===== config.mk =====
export PLATFORM = sky130hd
export DESIGN_NAME = ext_bus_arbiter
export DESIGN_NICKNAME = d
export VERILOG_FILES = /design/src/rtl/ext_arb_pkg.sv /design/src/rtl/ext_arb_refresh_timer.sv /design/src/rtl/ext_arb_release_gate.sv /design/src/rtl/ext_arb_core.sv /design/src/rtl/ext_bus_arbiter.sv
export SDC_FILE = /design/constraint.sdc
export NUM_CORES = 1
export LEC_CHECK = 0
export BUFFER_PORTS_ARGS = -buffer_cell sky130_fd_sc_hd__buf_4
export CAP_MARGIN = 20
export CORE_UTILIZATION = 25
export DETAILED_ROUTE_END_ITERATION = 10
export SLEW_MARGIN = 40
export SYNTH_ARGS = -nofsm -noshare
export SYNTH_HDL_FRONTEND = slang
export SYNTH_SLANG_ARGS = --single-unit

===== constraint.sdc =====
create_clock -name clk_i -period 1.5 [get_ports clk_i]
set_input_delay 0.15 -clock clk_i [delete_from_list [all_inputs] [get_ports clk_i]]
set_output_delay 0.15 -clock clk_i [all_outputs]
set_load 0.01 [all_outputs]

===== src/rtl/ext_arb_pkg.sv =====
package ext_arb_pkg;
  localparam int NM    = 5;
  localparam int M_CPU = 0;
  localparam int M_DMA = 1;
  localparam int M_EXD = 2;
  localparam int M_REL = 3;
  localparam int M_REF = 4;
  typedef logic [NM-1:0] gnt_t;
endpackage


===== src/rtl/ext_arb_refresh_timer.sv =====
module ext_arb_refresh_timer #(
  parameter int CNT_W = 10
) (
  input  logic             clk_i,
  input  logic             rst_ni,
  input  logic             ref_en_i,
  input  logic             dram_mode_i,
  input  logic [CNT_W-1:0] cmp_i,
  input  logic             take_i,
  output logic             pend_o
);
  logic [CNT_W-1:0] cnt_q;
  logic             pend_q;
  logic             run;
  logic             hit;

  assign run = ref_en_i && dram_mode_i;
  assign hit = run && (cnt_q == cmp_i);

  always_ff @(posedge clk_i or negedge rst_ni) begin
    if (!rst_ni) begin
      cnt_q  <= '0;
      pend_q <= 1'b0;
    end else begin
      if (hit)      cnt_q <= '0;
      else if (run) cnt_q <= cnt_q + 1'b1;
      // a new match outranks a grant on the same edge
      if (hit)         pend_q <= 1'b1;
      else if (take_i) pend_q <= 1'b0;
    end
  end

  assign pend_o = pend_q;

  assert_cnt_hold_R4: assert property (@(posedge clk_i) disable iff (!rst_ni)
    !(ref_en_i && dram_mode_i) |=> $stable(cnt_q));
  assert_cnt_wrap_R4: assert property (@(posedge clk_i) disable iff (!rst_ni)
    (ref_en_i && dram_mode_i && cnt_q == cmp_i) |=> (cnt_q == '0 && pend_q));
  assert_pend_keep_R4: assert property (@(posedge clk_i) disable iff (!rst_ni)
    (pend_q && !take_i) |=> pend_q);
endmodule


===== src/rtl/ext_arb_release_gate.sv =====
module ext_arb_release_gate (
  input  logic bus_rel_ni,
  input  logic rel_en_i,
  input  logic rel_sel_i,
  output logic rel_req_o
);
  assign rel_req_o = !bus_rel_ni && rel_en_i && rel_sel_i;
endmodule


===== src/rtl/ext_arb_core.sv =====
module ext_arb_core
  import ext_arb_pkg::*;
#(
  parameter int NCH = 4
) (
  input  logic           clk_i,
  input  logic           rst_ni,
  input  logic           cpu_req_i,
  input  logic           dma_req_i,
  input  logic           dma_hold_i,
  input  logic           cont_sel_i,
  input  logic [NCH-1:0] exd_req_i,
  input  logic           rel_req_i,
  input  logic           ref_pend_i,
  input  logic           cycle_done_i,
  output gnt_t           gnt_o,
  output logic           ref_take_o,
  output logic           refresh_cycle_o,
  output logic           nop_cycle_o
);
  gnt_t gnt_q, gnt_d, req_vec, win;
  logic bnd, ref_elig, others_idle, exd_multi, dma_ok, exd_ok;
  logic stb_q, post_q, post_d;

  assign bnd         = cycle_done_i || (gnt_q == '0);
  assign ref_elig    = ref_pend_i && !gnt_q[M_REF];
  assign others_idle = !cpu_req_i && !dma_req_i && !rel_req_i && !ref_elig;
  assign exd_multi   = ($countones(exd_req_i) >= 2);
  assign dma_ok      = dma_req_i && (!gnt_q[M_DMA] || (dma_hold_i && !cont_sel_i));
  assign exd_ok      = (|exd_req_i) && (!gnt_q[M_EXD] || (exd_multi && others_idle));

  always_comb begin
    req_vec        = '0;
    req_vec[M_CPU] = cpu_req_i;
    req_vec[M_DMA] = dma_ok;
    req_vec[M_EXD] = exd_ok;
    req_vec[M_REL] = rel_req_i;
    req_vec[M_REF] = ref_elig;
  end

  // higher index overrides lower
  always_comb begin
    win = '0;
    for (int i = 0; i < NM; i++) begin
      if (req_vec[i]) begin
        win    = '0;
        win[i] = 1'b1;
      end
    end
  end

  assign gnt_d      = bnd ? win : gnt_q;
  assign ref_take_o = bnd && win[M_REF];

  always_comb begin
    if (gnt_d != '0)              post_d = 1'b0;
    else if (bnd && gnt_q[M_REF]) post_d = 1'b1;
    else                          post_d = post_q;
  end

  always_ff @(posedge clk_i or negedge rst_ni) begin
    if (!rst_ni) begin
      gnt_q  <= '0;
      stb_q  <= 1'b0;
      post_q <= 1'b0;
    end else begin
      gnt_q  <= gnt_d;
      stb_q  <= ref_take_o;
      post_q <= post_d;
    end
  end

  assign gnt_o           = gnt_q;
  assign refresh_cycle_o = stb_q;
  assign nop_cycle_o     = post_q && (gnt_q == '0);

  assert_onehot_R2: assert property (@(posedge clk_i) disable iff (!rst_ni)
    $onehot0(gnt_q));
  assert_boundary_R2: assert property (@(posedge clk_i) disable iff (!rst_ni)
    (!cycle_done_i && gnt_q != '0) |=> $stable(gnt_q));
  assert_no_repeat_R6: assert property (@(posedge clk_i) disable iff (!rst_ni)
    (gnt_q[M_REF] && cycle_done_i) |=> !gnt_q[M_REF]);
  assert_strobe_R5: assert property (@(posedge clk_i) disable iff (!rst_ni)
    refresh_cycle_o |-> gnt_q[M_REF]);
  assert_strobe_once_R5: assert property (@(posedge clk_i) disable iff (!rst_ni)
    refresh_cycle_o |=> !refresh_cycle_o);
  assert_nop_idle_R7: assert property (@(posedge clk_i) disable iff (!rst_ni)
    nop_cycle_o |-> (gnt_q == '0));
  assert_dma_release_R9: assert property (@(posedge clk_i) disable iff (!rst_ni)
    (gnt_q[M_DMA] && cycle_done_i && !(dma_hold_i && !cont_sel_i)) |=> !gnt_q[M_DMA]);
  assert_exd_release_R10: assert property (@(posedge clk_i) disable iff (!rst_ni)
    (gnt_q[M_EXD] && cycle_done_i && (cpu_req_i || dma_req_i)) |=> !gnt_q[M_EXD]);
endmodule


===== src/rtl/ext_bus_arbiter.sv =====
module ext_bus_arbiter
  import ext_arb_pkg::*;
#(
  parameter int NCH   = 4,
  parameter int CNT_W = 10
) (
  input  logic             clk_i,
  input  logic             rst_ni,
  input  logic             cpu_req_i,
  input  logic             dma_req_i,
  input  logic             dma_hold_i,
  input  logic [NCH-1:0]   exd_req_i,
  input  logic             bus_rel_ni,
  input  logic             rel_en_i,
  input  logic             rel_sel_i,
  input  logic             ref_en_i,
  input  logic             dram_mode_i,
  input  logic [CNT_W-1:0] ref_cmp_i,
  input  logic             cont_sel_i,
  input  logic             cycle_done_i,
  output logic [4:0]       gnt_o,
  output logic             refresh_cycle_o,
  output logic             nop_cycle_o
);
  logic rel_req, ref_pend, ref_take;
  gnt_t gnt;

  ext_arb_release_gate u_rel (
    .bus_rel_ni (bus_rel_ni),
    .rel_en_i   (rel_en_i),
    .rel_sel_i  (rel_sel_i),
    .rel_req_o  (rel_req)
  );

  ext_arb_refresh_timer #(.CNT_W(CNT_W)) u_ref (
    .clk_i       (clk_i),
    .rst_ni      (rst_ni),
    .ref_en_i    (ref_en_i),
    .dram_mode_i (dram_mode_i),
    .cmp_i       (ref_cmp_i),
    .take_i      (ref_take),
    .pend_o      (ref_pend)
  );

  ext_arb_core #(.NCH(NCH)) u_core (
    .clk_i           (clk_i),
    .rst_ni          (rst_ni),
    .cpu_req_i       (cpu_req_i),
    .dma_req_i       (dma_req_i),
    .dma_hold_i      (dma_hold_i),
    .cont_sel_i      (cont_sel_i),
    .exd_req_i       (exd_req_i),
    .rel_req_i       (rel_req),
    .ref_pend_i      (ref_pend),
    .cycle_done_i    (cycle_done_i),
    .gnt_o           (gnt),
    .ref_take_o      (ref_take),
    .refresh_cycle_o (refresh_cycle_o),
    .nop_cycle_o     (nop_cycle_o)
  );

  assign gnt_o = gnt;

  assert_rel_gate_R8: assert property (@(posedge clk_i) disable iff (!rst_ni)
    $rose(gnt[M_REL]) |-> $past(!bus_rel_ni && rel_en_i && rel_sel_i));
endmodule


==> out/metrics.yaml <==
layout:
  fin_util_pct: 38.86
  fill_cells: 435
  regArea_um2: 451.7
  areaGrowthSynthToFinish_pct: 44.93
  multi_input_area_um2: 650.6
  nets: 195
  design_area_mm2: 0.001610
  layout_common_cells: "33 x buf_4, 17 x dfrtp_1, 13 x nor2_1"
  drive_above_1_share_pct: 33.33
  mostFrequentLayoutCell: "buf_4"
  insertedDiodeCount: 0
die:
  die_x_um: 68.67
  die-area_mm2: 0.004715
  coreArea_mm2: 0.004144
  rows: 23
  dieHeight_um: 68.67
  initial_core_util_pct: 26.81
  ios: 33
clock_network:
  cts-root-buf: "clkbuf_8"
  clockBufferDepth: 2
  cts_tree: "yes"
  cts-htree-levels: 1
  worstSkewPairLatency_ps: 250
  clock-sinks: 18
  clk_pin_slew_worst_paths_ps: 70
  cts_buffers: 3
timing:
  setup-tns-final_ps: -22.12
  drv_slew: 0
  max-slew-margin-rel_pct: 75.62
  setup_ws_ps: -22.12
  rsz0062_at_grt: "yes"
  setup_viol: 1
  final_hold_viol_count: 0
  finalCriticalPeriod_ps: 1522
  fin_skew_ps: 0.7487
  tightest_slew_ps: 362.9
  max_clock_freq_mhz: 657.0
  whs_ps: 168.1
  finalCritPeriodShare_pct: 101.5
global_route:
  grt-ovfl-total: 0
  globalRouteMet1Util_pct: 13.57
  grt_use_total_pct: 11.72
  antenna_found_initial: 0
  grt_max_degree: 19
  grt_pass1_vias: 989
  use_met3_pct: 3.289
  grt-busiest-layer: "met2"
  gr-usage-met2_pct: 21.32
  grt_pass1_wl_um: 4105
routing:
  vias: 959
  viasPerCell: 4.524
  drt_iter0_drc: 42
  wirelength_um: 2455
  drc: 0
  routedWlPerCell_um: 11.58
  ant_nets: 0
  firstDrtPassIters: 4
placed_design:
  hpwlAfterDp_um: 1930
  numPortBuffers: 32
  gp_congestion: 0.7469
  place_area_mm2: 0.001496
power:
  netSwitchingPower_w: 0.0006101
  p_leak_nw: 0.7416
  vdd_drop_max_mv: 0.3076
  combPwrFrac_pct: 38.0
  p_int_w: 0.001180
  p_clk_share_pct: 21.8
  powerDensity_mw_per_mm2: 1112
  sw_frac_of_total_pct: 34.08
  seq_power_share_pct: 40.2
synthesis:
  syn-cell-area_mm2: 0.001111
  yosysSeqAreaShare_pct: 40.54
  yosys_warnings: 0
  synth_nets: 153
  ys_types: 28
  synth-seq-cells: 18
  syn_avg_cell_area_um2: 9.182
  yosys.area.top_type_share_pct: 40.54
  synth_cells: 121
  yosys.area.top_type: "dfrtp_1"
  yosys-top-cells-area: "dfrtp_1 41%, xnor2_1 9.5%, ha_1 5.6%"
run:
  drv_cap: 0
status:
  violations: "setup timing"
  status: "complete, but fails checks"
setup_path:
  endpoint_kind: "flop"
  path_delay_family: "adder cells"
  crit_arrival_ps: 1680
  crit_required_ps: 1660
  worst-path-buf-inv: 2
  critical_path_class: "primary input to flop"
  slowest_delay_ps: 440
  crit_fanout: 3
  startpoint_type: "primary input"
  slowest_stage: "fa_1"
  crit_chain: "buf_8 > inv_4 > ha_4 > and2_4 > fa_1 > nor2_1 > nor3_1 > o21ai_1 > a31oi_1 > nor4_2"
hold_path:
  hp-class: "primary input to flop"
[timing repair]
action,CTS,global route
pin swaps,2,3
hold endpoints to repair,18,0
hold buffers,1,0
resized for setup,7,4
buffers inserted,1,0
setup endpoints to repair,3,8
[logic make-up (layout without fill, tap and decap cells)]
family / count (synthesis) / count (layout) / share of synthesized area, %
AO/OA/AOI/OAI: 14 / 14 / 8.219
buffers and inverters: 12 / 53 / 4.280
AND/OR/NAND/NOR: 53 / 53 / 25.34
XOR/XNOR: 18 / 18 / 14.19
adder cells (fa/ha/maj): 6 / 6 / 7.433
flip-flops: 18 / 18 / 40.54
[cell usage after synthesis]
| library cell | count |
|---|---|
| nor3b_1 | 1 |
| nand2b_1 | 3 |
| nor2b_1 | 1 |
| o2111ai_1 | 1 |
| nor2_1 | 13 |
| nand2_1 | 12 |
| a21oi_1 | 1 |
| nor4_2 | 1 |
| a31oi_1 | 2 |
| o22ai_1 | 4 |
| or2_1 | 1 |
| ha_1 | 5 |
| dfrtp_1 | 18 |
| xor2_1 | 6 |
| nand3b_1 | 1 |
| and2_1 | 2 |
| o21ai_0 | 3 |
| xnor2_1 | 12 |
| and3_1 | 1 |
| nand3_1 | 2 |
| a21o_1 | 2 |
| o311a_1 | 1 |
| nand4_1 | 7 |
| nor3_1 | 7 |
| nor4_4 | 1 |
| inv_1 | 10 |
| fa_1 | 1 |
| buf_2 | 2 |
[metal layers]
layer  wire [um]  vias to the layer above  share of wire, %
met2        1205                       30                49
met1        1088                      437                44
met3         161                        0               6.6
li1            -                      492                 -
met4           0                        0                 0
met5           0                        -                 0
[metrics by stage]
stage | setup WS (ps) | std cells | total power [W]
CTS | -16.21 | 212 | 0.001808
global route | -178.3 | 212 | 0.001949
finish | -22.12 | 212 | 0.001790
global placement | -281.8 | 206 | 0.001371
floorplan | -79.13 | 121 | 0.001129
detailed placement | -308.0 | 206 | 0.001381
[worst reg2reg max path, cell delays in order (launching register included)]
cell,delay [ps]
dfrtp_1,440
xnor2_1,180
nand4_1,110
nor3_2,230
buf_4,180
nor3_1,50
a21o_1,150
[flip-flops by register name (all words and copies together), names as in the netlist]
| name | cells |
|---|---|
| u_ref.pend_o | 1 |
| u_core.gnt_o | 5 |
| u_core.post_q | 1 |
| u_ref.cnt_q | 10 |
| u_core.refresh_cycle_o | 1 |
[cell type report]
type / instances / share of cell area [%]
Timing Repair Buffer: 39 / 20.82
Sequential cell: 18 / 28.05
Inverter: 10 / 3.419
Multi-Input combinational cell: 91 / 40.40
Clock buffer: 4 / 3.419
Tap cell: 50 / 3.885
[worst paths after layout]
kind / start / to / slack, ps / cells past startpoint
setup / recovery: exd_req_i[3] / u_core.post_q / -20 / 10
hold / removal: cycle_done_i / u_core.gnt_o[3] / 170 / 2
setup reg to reg: u_ref.cnt_q[0] / u_ref.cnt_q[0] / 60 / 6
hold reg to reg: u_ref.pend_o / u_ref.pend_o / 530 / 1
max in group asynchronous: rst_ni / u_core.gnt_o[3] / 990 / 2
min in group asynchronous: rst_ni / u_ref.cnt_q[9] / 300 / 2
[power by group through the flow]
stage,Combinational (W),Clock (W),Sequential [W]
detailed placement,0.000638,0,0.000743
finish,0.000681,0.000391,0.000719
CTS,0.000687,0.000400,0.000721
global placement,0.000630,0,0.000742
global route,0.000777,0.000438,0.000734
floorplan,0.000391,0,0.000739
Power figures use the tool's default switching activity.
